--- src/rtl/rop_pkg.sv ---
package rop_pkg;
  typedef struct packed {
    logic loadData;  // capture array data into the output register
    logic bypass;    // route array data straight to the pins this cycle
  } ropStrobes_t;
endpackage

--- src/rtl/rop_ctrl.sv ---
module rop_ctrl
  import rop_pkg::*;
(
  input  logic        clk,
  input  logic        rstN,
  input  logic        pipeSel,
  input  logic        dualSel,
  input  logic        cmdRead,
  input  logic        cmdDesel,
  output ropStrobes_t stb,
  output logic        driveValid
);
  logic driveState;   // drive state as seen one stage after the command
  logic acceptRead;

  assign acceptRead   = cmdRead && !cmdDesel;
  assign stb.loadData = acceptRead;
  assign stb.bypass   = !pipeSel && acceptRead;

  always_ff @(posedge clk or negedge rstN) begin
    if (!rstN)           driveState <= 1'b0;
    else if (cmdDesel)   driveState <= 1'b0;
    else if (acceptRead) driveState <= 1'b1;
  end

  always_comb begin
    if (pipeSel) begin
      if (dualSel) driveValid = driveState;
      else         driveValid = cmdDesel ? 1'b0 : driveState;
    end else begin
      if (cmdDesel)        driveValid = 1'b0;
      else if (acceptRead) driveValid = 1'b1;
      else                 driveValid = driveState;
    end
  end

  assert_desel_clears_R5: assert property (@(posedge clk) disable iff (!rstN)
    cmdDesel |=> !driveState);
  assert_read_sets_R9: assert property (@(posedge clk) disable iff (!rstN)
    (cmdRead && !cmdDesel) |=> driveState);
  assert_idle_holds_R4: assert property (@(posedge clk) disable iff (!rstN)
    (!cmdRead && !cmdDesel) |=> $stable(driveState));
  assert_desel_priority_R10: assert property (@(posedge clk) disable iff (!rstN)
    (cmdRead && cmdDesel) |-> !stb.loadData);
endmodule

--- src/rtl/rop_datapath.sv ---
module rop_datapath
  import rop_pkg::*;
#(
  parameter int DATA_W = 72
) (
  input  logic              clk,
  input  logic              rstN,
  input  ropStrobes_t       stb,
  input  logic [DATA_W-1:0] arrayData,
  output logic [DATA_W-1:0] dataOut
);
  logic [DATA_W-1:0] outReg;

  always_ff @(posedge clk or negedge rstN) begin
    if (!rstN)             outReg <= '0;
    else if (stb.loadData) outReg <= arrayData;
  end

  assign dataOut = stb.bypass ? arrayData : outReg;

  assert_capture_R2: assert property (@(posedge clk) disable iff (!rstN)
    stb.loadData |=> (outReg == $past(arrayData)));
  assert_hold_R4: assert property (@(posedge clk) disable iff (!rstN)
    !stb.loadData |=> $stable(outReg));
endmodule

--- src/rtl/read_out_pipe.sv ---
module read_out_pipe
  import rop_pkg::*;
#(
  parameter int DATA_W = 72
) (
  input  logic              clk,
  input  logic              rstN,
  input  logic              pipeSel,
  input  logic              dualSel,
  input  logic              cmdRead,
  input  logic              cmdDesel,
  input  logic [DATA_W-1:0] arrayData,
  input  logic              outEnable,
  output logic [DATA_W-1:0] dataOut,
  output logic              driveEn
);
  ropStrobes_t stb;
  logic        driveValid;

  rop_ctrl i_ctrl (
    .clk(clk), .rstN(rstN), .pipeSel(pipeSel), .dualSel(dualSel),
    .cmdRead(cmdRead), .cmdDesel(cmdDesel), .stb(stb), .driveValid(driveValid)
  );

  rop_datapath #(.DATA_W(DATA_W)) i_dp (
    .clk(clk), .rstN(rstN), .stb(stb), .arrayData(arrayData), .dataOut(dataOut)
  );

  assign driveEn = driveValid && outEnable;

  always_comb begin
    if (rstN && !outEnable) assert_oe_gate_R8: assert (!driveEn);
    if (rstN && cmdDesel && !(pipeSel && dualSel))
      assert_fast_release_R6: assert (!driveEn);
  end
endmodule

--- config.mk ---
export PLATFORM = sky130hd
export DESIGN_NAME = read_out_pipe
export DESIGN_NICKNAME = d
export VERILOG_FILES = /design/src/rtl/rop_pkg.sv /design/src/rtl/rop_ctrl.sv /design/src/rtl/rop_datapath.sv /design/src/rtl/read_out_pipe.sv
export SDC_FILE = /design/constraint.sdc
export NUM_CORES = 1
export LEC_CHECK = 0
export ABC_AREA = 0
export BUFFER_PORTS_ARGS = -buffer_cell sky130_fd_sc_hd__buf_4
export CAP_MARGIN = 20
export CORE_UTILIZATION = 52
export CTS_CLUSTER_DIAMETER = 40
export DETAILED_ROUTE_END_ITERATION = 6
export HOLD_SLACK_MARGIN = 0.15
export PLACE_DENSITY = 0.83
export SYNTH_ARGS = -nofsm -noshare
export SYNTH_HDL_FRONTEND = slang
export SYNTH_HIERARCHICAL = 1
export SYNTH_SLANG_ARGS = --single-unit
--- constraint.sdc ---
create_clock -name clk -period 3.8 [get_ports clk]
set_clock_uncertainty 0.2 [all_clocks]
set_input_delay 0.19 -clock clk [delete_from_list [all_inputs] [get_ports clk]]
set_output_delay 0.19 -clock clk [all_outputs]
set_load 0.02 [all_outputs]
==> impl_metrics.json <==
{
  "status": "complete, no violations",
  "tritoncts.num_buffers": 9,
  "instances_no_fill": 569,
  "grt_setup_unrepaired": "false",
  "drc_errors": 0,
  "p_per_area_mw_per_mm2": 406,
  "clock_sinks": 73,
  "coreArea_mm2": 0.00789,
  "ioPinCount": 152,
  "wl_per_cell_um": 17.2,
  "synth_area_leader_cell": "mux2_4",
  "grtUsageTotal_pct": 22.8,
  "ff_latch_area_mm2": 0.00183,
  "critPathRequiredTime_ns": 3.41,
  "syn_area_per_cell_um2": 18.0,
  "cp-startpoint": "cmdDesel",
  "worst_pin_slew_ns": 0.916,
  "design_area_mm2": 0.00630,
  "cts_tree": "yes",
  "io_buffers": 151,
  "grt_remaining_overflow": 0,
  "placed_cells": 479,
  "synth_most_common_cell": "mux2_4",
  "slew_headroom_pct": 39.0,
  "initialDrtViolationCount": 73,
  "cts_repair_resize_count": 0,
  "die_w_um": 93.3,
  "num_vias": 2842,
  "routed_via_density": 4.99,
  "final-setup-viol-count": 0,
  "crit_fanout": 73,
  "syn_area_mm2": 0.00433,
  "drt-total-wl_mm": 9.78,
  "gp_congestion": 0.696,
  "cp.buffers_inverters": 4,
  "layout-drive-gt1-share_pct": 67.5,
  "grt_start_max_net_pins": 74,
  "dp_hpwl_mm": 5.54,
  "grt_pass1_vias": 3042,
  "syn_nets": 320,
  "critPathTopFamily": "buffers and inverters",
  "endpoint_kind": "output port",
  "synth.distinct_cells": 12,
  "ys_ff_latch": 73,
  "post_synth_main_area_contributors": "mux2_4 49%, dfrtp_1 42%, buf_12 6.5%",
  "cp_cell_sequence": "dlygate4sd3_1 -> buf_4 -> nor3b_2 -> buf_12 -> mux2_2 -> buf_4",
  "syn_inst": 241,
  "leakage_nw": 3.08,
  "yosysSeqAreaShare_pct": 42.2,
  "clk_pin_slew_ns": 0.07,
  "final_util_pct": 79.8,
  "worstSetupPathType": "in2out",
  "worstHoldStart": "i_dp/outReg[70]",
  "hold_viol_final": 0,
  "antenna_found_initial": 0,
  "ctsHoldBuffers": 75,
  "fp.dieArea_mm2": 0.00870,
  "tns_ns": 0,
  "synth-edff-count": 0,
  "grt_first_pass_wirelength_mm": 15.1,
  "ys_async_sr_fraction_pct": 100,
  "vdd_ir_drop_max_mv": 0.241,
  "post_cts_buffers": 0,
  "die_y_um": 93.3,
  "diodes": 0,
  "max_stage_delay_ns": 0.55,
  "cts_root_buf": "clkbuf_8",
  "synth-main-ff-cell": "dfrtp_1",
  "fin_nets": 542,
  "clkLatencyLatePin_ns": 0.32,
  "multi_input_area_mm2": 0.00220,
  "yosysWarnings": 6,
  "fillers": 443,
  "r2r_start": "i_ctrl/driveState",
  "hold_path.class": "reg2reg",
  "ant_nets": 0,
  "layout_worst_path_cycle_share_pct": 69.0,
  "htreeDepth": 3,
  "cpMostUsedCell": "buf_4",
  "fmax_mhz": 381,
  "arrival_ns": 2.23,
  "first_pass_iters": 4,
  "start_util_pct": 54.9,
  "synth_top_area_share_pct": 48.5,
  "cts_buffer_depth": 2,
  "placed_area_mm2": 0.00533,
  "fin_crit_ns": 2.62,
  "maxCapViolCount": 0,
  "std_cell_rows": 32,
  "startpoint_type": "input port",
  "slew_viol_final": 0,
  "synth_commonest_cells": "140 x mux2_4, 73 x dfrtp_1, 14 x buf_12",
  "area_delta_synth_final_pct": 45.4,
  "slowest_stage": "dlygate4sd3_1"
}
[final timing paths]
kind | to | slack, ns | cells past startpoint
worst max-delay path | dataOut[69] | 1.18 | 6
worst min-delay path | i_dp/outReg[70] | 0.31 | 1
worst max register to register | i_ctrl/driveState | 2.37 | 3
worst min register to register | i_dp/outReg[70] | 0.31 | 1
max in group asynchronous | i_dp/outReg[27] | 2.45 | 2
min in group asynchronous | i_dp/outReg[42] | 0.35 | 2
[report_power, final]
part | leakage, nW | switching, mW | internal (mW)
Clock | 0.104 | 0.277 | 0.383
Sequential | 0.857 | 0.0687 | 0.891
Combinational | 2.12 | 0.368 | 0.569
[cells in the final DEF, fill, tap and decap left out]
cell type and n:
clkinvlp_4 2, clkbuf_8 10, dlygate4sd3_1 75, and2b_4 1
bufinv_16 2, mux2_4 140, buf_12 2, a21bo_2 1
nor3b_2 1, clkinv_2 1, nor2_1 2, dfrtp_1 73
buf_4 151, and2_1 1, a21o_1 1, mux2_2 4
[state kept, by name, summed over array words and instances (netlist names)]
| register | flops |
|---|---|
| i_dp/outReg | 72 |
| i_ctrl/driveState | 1 |
[cell type report]
| type | count | area share [%] |
|---|---|---|
| Clock buffer | 10 | 2.19 |
| Clock inverter | 5 | 1.27 |
| Multi-Input combinational cell | 151 | 34.9 |
| Sequential cell | 73 | 29.0 |
| Tap cell | 102 | 2.03 |
| Timing Repair Buffer | 228 | 30.6 |
[kinds of logic after synthesis]
group                  share of synthesized area [%]
DFF                                             42.2
and+or+nand+nor                                0.693
muxes                                           49.6
buffers and inverters                           7.16
AOI/OAI and AO/OA                              0.404
[per-layer routing]
layer  vias to the layer above  share of wire [%]  GRT usage [%]
li1                       1309                  -              -
met1                      1420                 41           27.1
met2                       101                 53           41.7
met3                        12                4.3           3.58
met4                         0                1.5           8.08
met5                         -                  0              0
[through the flow]
stage | hold slack, ns | power, mW | setup slack [ns]
floorplan | -0.306 | 1.54 | 2.22
global placement | 0.169 | 1.82 | 1.67
detailed placement | 0.181 | 1.84 | 1.65
CTS | 0.315 | 2.57 | 1.23
global route | 0.324 | 2.66 | 1.14
finish | 0.311 | 2.56 | 1.18
Power figures use the tool's default switching activity.
